File: src/rtl/refdiv_pkg.sv
package refdiv_pkg;

  // Source selected for the modelled charge-pump pin
  typedef enum logic [1:0] {
    RT_PUMP = 2'd0,  // phase detector drives source/sink
    RT_OFF  = 2'd1,  // output floated
    RT_RDIV = 2'd2,  // reference divider pulse observed
    RT_NDIV = 2'd3   // feedback divider pulse observed
  } cp_route_e;

  typedef struct packed {
    logic oe;
    logic dat;
  } cp_drive_t;

endpackage

File: src/rtl/refdiv_rst_sync.sv
module refdiv_rst_sync #(
  parameter int STAGES = 2
) (
  input  logic clk_i,
  input  logic arst_ni,
  output logic rst_no
);

  generate
    if (STAGES <= 1) begin : g_single
      logic sync_q;
      always_ff @(posedge clk_i or negedge arst_ni) begin
        if (!arst_ni) sync_q <= 1'b0;
        else          sync_q <= 1'b1;
      end
      assign rst_no = sync_q;
    end else begin : g_chain
      logic [STAGES-1:0] sync_q;
      always_ff @(posedge clk_i or negedge arst_ni) begin
        if (!arst_ni) sync_q <= '0;
        else          sync_q <= {sync_q[STAGES-2:0], 1'b1};
      end
      assign rst_no = sync_q[STAGES-1];
    end
  endgenerate

endmodule

File: src/rtl/refdiv_counter.sv
module refdiv_counter #(
  parameter int DIV_W   = 10,
  parameter int MIN_DIV = 2
) (
  input  logic             clk_i,
  input  logic             rst_ni,
  input  logic [DIV_W-1:0] ratio_i,
  output logic             pulse_o
);

  localparam logic [DIV_W-1:0] FALLBACK = DIV_W'(MIN_DIV);
  localparam logic [DIV_W-1:0] ONE      = DIV_W'(1);

  logic [DIV_W-1:0] cnt_q, cnt_d;
  logic [DIV_W-1:0] ratio_eff;
  logic             pulse_q, pulse_d;
  logic             term;
  logic             cnt_en;

  // Prohibited ratios fall back to the minimum legal ratio
  always_comb begin
    ratio_eff = (ratio_i < FALLBACK) ? FALLBACK : ratio_i;
    term      = (cnt_q == '0);
    cnt_en    = 1'b1;
    pulse_d   = term;
    cnt_d     = cnt_q;
    if (cnt_en) begin
      if (term) cnt_d = ratio_eff - ONE;   // ratio sampled only here
      else      cnt_d = cnt_q - ONE;
    end
  end

  always_ff @(posedge clk_i or negedge rst_ni) begin
    if (!rst_ni) begin
      cnt_q   <= '0;
      pulse_q <= 1'b0;
    end else begin
      if (cnt_en) cnt_q <= cnt_d;
      pulse_q <= pulse_d;
    end
  end

  assign pulse_o = pulse_q;

  // Two pulses are never adjacent: the ratio is at least 2
  assert_pulse_spacing_R2: assert property (@(posedge clk_i) disable iff (!rst_ni)
    pulse_q |=> !pulse_q);

  // A pulse follows only an exhausted count
  assert_pulse_at_term_R1: assert property (@(posedge clk_i) disable iff (!rst_ni)
    pulse_q |-> ($past(cnt_q) == '0));

  // Mid-period the count keeps moving down, so no pulse is produced
  assert_no_early_pulse_R3: assert property (@(posedge clk_i) disable iff (!rst_ni)
    (cnt_q > ONE) |=> !pulse_q);

endmodule

File: src/rtl/refdiv_cp_path.sv
module refdiv_cp_path
  import refdiv_pkg::*;
(
  input  logic clk_i,
  input  logic rst_ni,
  input  logic test_i,
  input  logic hiz_i,
  input  logic pol_i,
  input  logic up_i,
  input  logic dn_i,
  input  logic rdiv_i,
  input  logic ndiv_i,
  output logic oe_o,
  output logic dat_o
);

  cp_route_e route;
  cp_drive_t drv_d, drv_q;
  logic      up_eff, dn_eff;

  // Route decode: test mode overrides the float request
  always_comb begin
    if (test_i)     route = pol_i ? RT_NDIV : RT_RDIV;
    else if (hiz_i) route = RT_OFF;
    else            route = RT_PUMP;
  end

  // Negative VCO sense swaps the pulses
  always_comb begin
    up_eff = pol_i ? up_i : dn_i;
    dn_eff = pol_i ? dn_i : up_i;
  end

  always_comb begin
    drv_d = '0;
    unique case (route)
      RT_PUMP: begin
        drv_d.oe  = up_eff ^ dn_eff;
        drv_d.dat = up_eff & ~dn_eff;
      end
      RT_OFF:  drv_d = '0;
      RT_RDIV: begin
        drv_d.oe  = 1'b1;
        drv_d.dat = rdiv_i;
      end
      RT_NDIV: begin
        drv_d.oe  = 1'b1;
        drv_d.dat = ndiv_i;
      end
      default: drv_d = '0;
    endcase
  end

  always_ff @(posedge clk_i or negedge rst_ni) begin
    if (!rst_ni) drv_q <= '0;
    else         drv_q <= drv_d;
  end

  assign oe_o  = drv_q.oe;
  assign dat_o = drv_q.dat;

  assert_float_R4: assert property (@(posedge clk_i) disable iff (!rst_ni)
    (!test_i && hiz_i) |=> (!oe_o && !dat_o));

  assert_pos_up_R5: assert property (@(posedge clk_i) disable iff (!rst_ni)
    (!test_i && !hiz_i && pol_i && up_i && !dn_i) |=> (oe_o && dat_o));

  assert_neg_up_R6: assert property (@(posedge clk_i) disable iff (!rst_ni)
    (!test_i && !hiz_i && !pol_i && up_i && !dn_i) |=> (oe_o && !dat_o));

  assert_idle_R7: assert property (@(posedge clk_i) disable iff (!rst_ni)
    (!test_i && !hiz_i && (up_i == dn_i)) |=> (!oe_o && !dat_o));

  assert_rroute_R8: assert property (@(posedge clk_i) disable iff (!rst_ni)
    (test_i && !pol_i) |=> (oe_o && (dat_o == $past(rdiv_i))));

  assert_nroute_R9: assert property (@(posedge clk_i) disable iff (!rst_ni)
    (test_i && pol_i) |=> (oe_o && (dat_o == $past(ndiv_i))));

endmodule

File: src/rtl/refdiv_cp_route.sv
module refdiv_cp_route #(
  parameter int DIV_W       = 10,
  parameter int MIN_DIV     = 2,
  parameter int SYNC_STAGES = 2
) (
  input  logic             clk_i,
  input  logic             rst_ni,
  input  logic [DIV_W-1:0] div_val_i,
  input  logic             hiz_req_i,
  input  logic             pol_pos_i,
  input  logic             test_en_i,
  input  logic             fb_div_i,
  input  logic             pfd_up_i,
  input  logic             pfd_dn_i,
  output logic             ref_pulse_o,
  output logic             cp_oe_o,
  output logic             cp_dat_o
);

  logic rst_n;
  logic ref_pulse;

  refdiv_rst_sync #(.STAGES(SYNC_STAGES)) u_rst (
    .clk_i   (clk_i),
    .arst_ni (rst_ni),
    .rst_no  (rst_n)
  );

  refdiv_counter #(.DIV_W(DIV_W), .MIN_DIV(MIN_DIV)) u_div (
    .clk_i   (clk_i),
    .rst_ni  (rst_n),
    .ratio_i (div_val_i),
    .pulse_o (ref_pulse)
  );

  refdiv_cp_path u_path (
    .clk_i  (clk_i),
    .rst_ni (rst_n),
    .test_i (test_en_i),
    .hiz_i  (hiz_req_i),
    .pol_i  (pol_pos_i),
    .up_i   (pfd_up_i),
    .dn_i   (pfd_dn_i),
    .rdiv_i (ref_pulse),
    .ndiv_i (fb_div_i),
    .oe_o   (cp_oe_o),
    .dat_o  (cp_dat_o)
  );

  assign ref_pulse_o = ref_pulse;

  // All outputs stay quiet while the external reset is asserted
  always_comb begin
    if (!rst_ni) begin
      assert_reset_quiet_R10: assert (!ref_pulse_o && !cp_oe_o && !cp_dat_o || $isunknown(ref_pulse_o));
    end
  end

endmodule

File: config.mk
export PLATFORM = sky130hd
export DESIGN_NAME = refdiv_cp_route
export DESIGN_NICKNAME = d
export VERILOG_FILES = /design/src/rtl/refdiv_pkg.sv /design/src/rtl/refdiv_rst_sync.sv /design/src/rtl/refdiv_counter.sv /design/src/rtl/refdiv_cp_path.sv /design/src/rtl/refdiv_cp_route.sv
export SDC_FILE = /design/constraint.sdc
export NUM_CORES = 1
export LEC_CHECK = 0
export ABC_AREA = 1
export BUFFER_PORTS_ARGS = -buffer_cell sky130_fd_sc_hd__buf_2
export CORE_AREA = 3 3 42 71
export DETAILED_ROUTE_END_ITERATION = 7
export DIE_AREA = 0 0 45 74
export HOLD_SLACK_MARGIN = 0.08
export PLACE_DENSITY = 0.71
export SLEW_MARGIN = 20
export SYNTH_ARGS = -nofsm -noshare
export SYNTH_HDL_FRONTEND = slang
export SYNTH_SLANG_ARGS = --single-unit
File: constraint.sdc
create_clock -name clk_i -period 0.8 [get_ports clk_i]
set_input_delay 0.08 -clock clk_i [delete_from_list [all_inputs] [get_ports clk_i]]
set_output_delay 0.08 -clock clk_i [all_outputs]
set_load 0.02 [all_outputs]
==> flow_summary.yaml <==
run_status:
  outcome: "finished with violations"
  failing_checks: "setup timing"
route:
  routedWlPerCell_um: 12.7
  ant_nets: 0
  number_of_vias_in_the_routed_layout: 1077
  route.detailed.drc: 0
  via_per_instance_ratio: 4.85
  drt_iter0_markers: 20
  finalWirelength_um: 2830
  length_of_the_first_detailed_routing_pass_in_iterations: 4
synthesis:
  syn-num-nets: 156
  syn-mean-instance-area_um2: 7.07
  synth-seq-cells: 15
  compound_gate_portion_of_the_synthesized_area_pct: 6.24
  synth-simple-area-share_pct: 37.7
  yosys-mux-area-fraction_pct: 0
  syn_inst: 136
  yosys.area_share.adder_pct: 2.60
  synth_top_family_by_area: "simple AND/OR/NAND/NOR gates"
  syn_area_um2: 962
  synth-seq-area-share_pct: 39.0
  synth_xor_area_share_pct: 2.73
  yosysWarnings: 0
  yosysUniqueCellTypes: 20
finish:
  fillerInstances: 218
  number_of_antenna_repair_diodes: 0
  area_of_combinational_cells_with_multiple_inputs_um2: 572
  fraction_of_layout_instances_using_a_drive_strength_above_1_pct: 49.5
  post-route-util_pct: 61.1
  mostFrequentLayoutCell: "sky130_fd_sc_hd__nand2_1"
  finish.net_count: 217
  final-seq-area_um2: 375
  most-common-layout-cells: "sky130_fd_sc_hd__nand2_1, sky130_fd_sc_hd__buf_4, sky130_fd_sc_hd__inv_1"
  areaGrowthSynthToFinish_pct: 60.1
global_routing:
  grt_start_max_net_pins: 14
  grt_pass1_wl_um: 4360
  number_of_antenna_violations_at_the_first_check_in_global_routing: 0
  first_global_vias: 1128
  grt.overflow.total: 0
  global_router_s_overall_resource_usage_pct: 18.4
place:
  dp_hpwl_um: 2080
  io_buffers: 20
  globalplace.congestion: 0.851
die:
  initial_core_util_pct: 38.1
  dieHeight_um: 74
  boundaryPins: 21
  rows: 24
  floorplan.die.width_um: 45
  fp.coreArea_um2: 2520
  area_enclosed_by_the_die_boundary_um2: 3330
sta:
  fin_crit_ns: 1.66
  max_freq_mhz: 604
  final.setup_skew_ns: 0.00192
  timing.final.crit_share_pct: 207
  hold-worst-slack_ns: 0.121
  final_critical_path_setup_slack_ns: -0.855
  finalSetupViolCount: 14
  rsz0062_at_grt: "true"
  hold_viol: 0
  finalMaxSlewViolations: 0
worst_setup_path:
  path_class: "reg2reg"
  ff2ff_setup_slack_ns: -0.86
  cp_data_arrival_time_ns: 1.80
  reg2reg_depth: 10
  worst_ep_required_time_ns: 0.94
  last_element_of_the_critical_path: "u_div.cnt_q[4]$_DFF_PN0_"
  setup.worst_path.start: "u_div.cnt_q[3]$_DFF_PN0_"
  crit_path_max_fanout: 6
  timing.critical_path.from_type: "flip-flop"
  critical_path.reg2reg.endpoint: "u_div.cnt_q[4]$_DFF_PN0_"
  r2r-start: "u_div.cnt_q[3]$_DFF_PN0_"
  endpoint_kind: "flip-flop"
power_and_ir_drop:
  combinationalPowerShare_pct: 12.2
  powerDensity_nw_per_um2: 1060
  sw_frac_of_total_pct: 25.0
  pwr-share-clk_pct: 40.2
  p_int_w: 0.00122
  power_switching_w: 0.000407
  static-leakage-power_nw: 0.850
  ir_drop_mv: 0.735
  seq_power_share_pct: 47.6
cts:
  max-clock-path-buffers: 2
  clkSinkCount: 15
  tritoncts: "done"
  tritoncts.num_buffers: 3
  cts_max_level: 1
  clock_latency_ns: 0.26
  cts-root-buf: "sky130_fd_sc_hd__clkbuf_8"
  worst_setup_hold_path_clk_slew_ns: 0.07
worst_hold_path:
  hold_class: "in2reg"
flow_run:
  cap_violations: 0
## registers in the layout, indices dropped and copies added (netlist names)
register,cells
u_div.cnt_q,10
u_div.pulse_o,1
u_path.dat_o,1
u_path.oe_o,1
u_rst.g_chain.sync_q,2
## power by group through the flow
stage	Clock (W)	Sequential, W	Combinational [W]
final	0.000655	0.000777	0.000199
after floorplan	0	0.000809	0.0000350
after detailed placement	0	0.000789	0.000174
after CTS	0.000657	0.000777	0.000196
after global placement	0	0.000789	0.000168
after global routing	0.000681	0.000778	0.000219
## layout make-up
type / count / area share, %
multi-input cells: 95 / 37.1
clock buffers: 3 / 2.68
repair buffers: 57 / 27.0
well taps: 26 / 2.11
flip-flops and latches: 15 / 24.4
clock inverters: 1 / 0.325
inverters: 25 / 6.42
## stage by stage
step                total power, W  area [um2]  setup TNS (ns)  cells  setup slack (ns)
floorplan                 0.000844         996           -6.20    136            -0.824
global placement          0.000957        1330           -7.80    210            -0.825
detailed placement        0.000963        1330           -8.32    210            -0.883
CTS                        0.00163        1480           -7.88    220            -0.854
global route               0.00168        1540           -9.30    222            -0.992
finish                     0.00163        1540           -8.28    222            -0.855
## cell families (layout without fill, tap and decap cells)
kind of cell / after synthesis / in the layout
buffers and inverters: 26 / 86
XOR/XNOR: 3 / 3
AND/OR/NAND/NOR: 79 / 79
adder cells (fa/ha/maj): 2 / 2
other: 1 / 1
flip-flops: 15 / 15
AO/OA/AOI/OAI: 10 / 10
## routing by layer
| metal | global-route usage (%) | wire [um] |
|---|---|---|
| met4 | 13.0 | 140 |
| met3 | 2.18 | 112 |
| met2 | 36.0 | 1640 |
| met5 | 0 | 0 |
| met1 | 15.7 | 931 |
## worst min-delay path by stage
| stage | startpoint | endpoint | cells after the start |
|---|---|---|---|
| after floorplan | rst_ni | u_rst.g_chain.sync_q[0]$_DFF_PN0_ | 0 |
| after global placement | rst_ni | u_rst.g_chain.sync_q[1]$_DFF_PN0_ | 1 |
| after detailed placement | rst_ni | u_rst.g_chain.sync_q[1]$_DFF_PN0_ | 1 |
| after CTS | rst_ni | u_rst.g_chain.sync_q[0]$_DFF_PN0_ | 2 |
| after global routing | rst_ni | u_rst.g_chain.sync_q[0]$_DFF_PN0_ | 2 |
| final | hiz_req_i | u_path.dat_o$_DFF_PN0_ | 4 |
## worst max-delay path, stage by stage, from the launching register on
cell                      delay, ns
sky130_fd_sc_hd__dfrtp_1       0.39
sky130_fd_sc_hd__nor2_1        0.13
sky130_fd_sc_hd__nand3_2       0.12
sky130_fd_sc_hd__nor2_4        0.16
sky130_fd_sc_hd__buf_4         0.14
sky130_fd_sc_hd__buf_6         0.11
sky130_fd_sc_hd__nand2_1       0.06
sky130_fd_sc_hd__nand2_2       0.12
sky130_fd_sc_hd__buf_6         0.12
sky130_fd_sc_hd__nor3_4        0.04
sky130_fd_sc_hd__xor2_1        0.15
## synthesized netlist by cell type (all sizes together)
cell | n | area, um2
a31o | 1 | 8.76
nand3 | 10 | 60.1
xor2 | 3 | 26.3
a21oi | 3 | 18.8
nand2 | 48 | 193
inv | 25 | 93.8
dfrtp | 15 | 375
conb | 1 | 3.75
ha | 2 | 25.0
o211ai | 1 | 7.51
nor2 | 20 | 100
nor3 | 1 | 10.0
o21ai | 5 | 25.0
buf | 1 | 15.0
## what timing repair did
item / CTS / global route
setup buffers: 3 / 2
resized for setup: 17 / 15
hold buffers: 3 / 0
hold endpoints to repair: 3 / 0
pin swaps: 8 / 12
endpoints found under the setup margin: 14 / 15
Note: power is estimated with default switching activity, not from simulation.
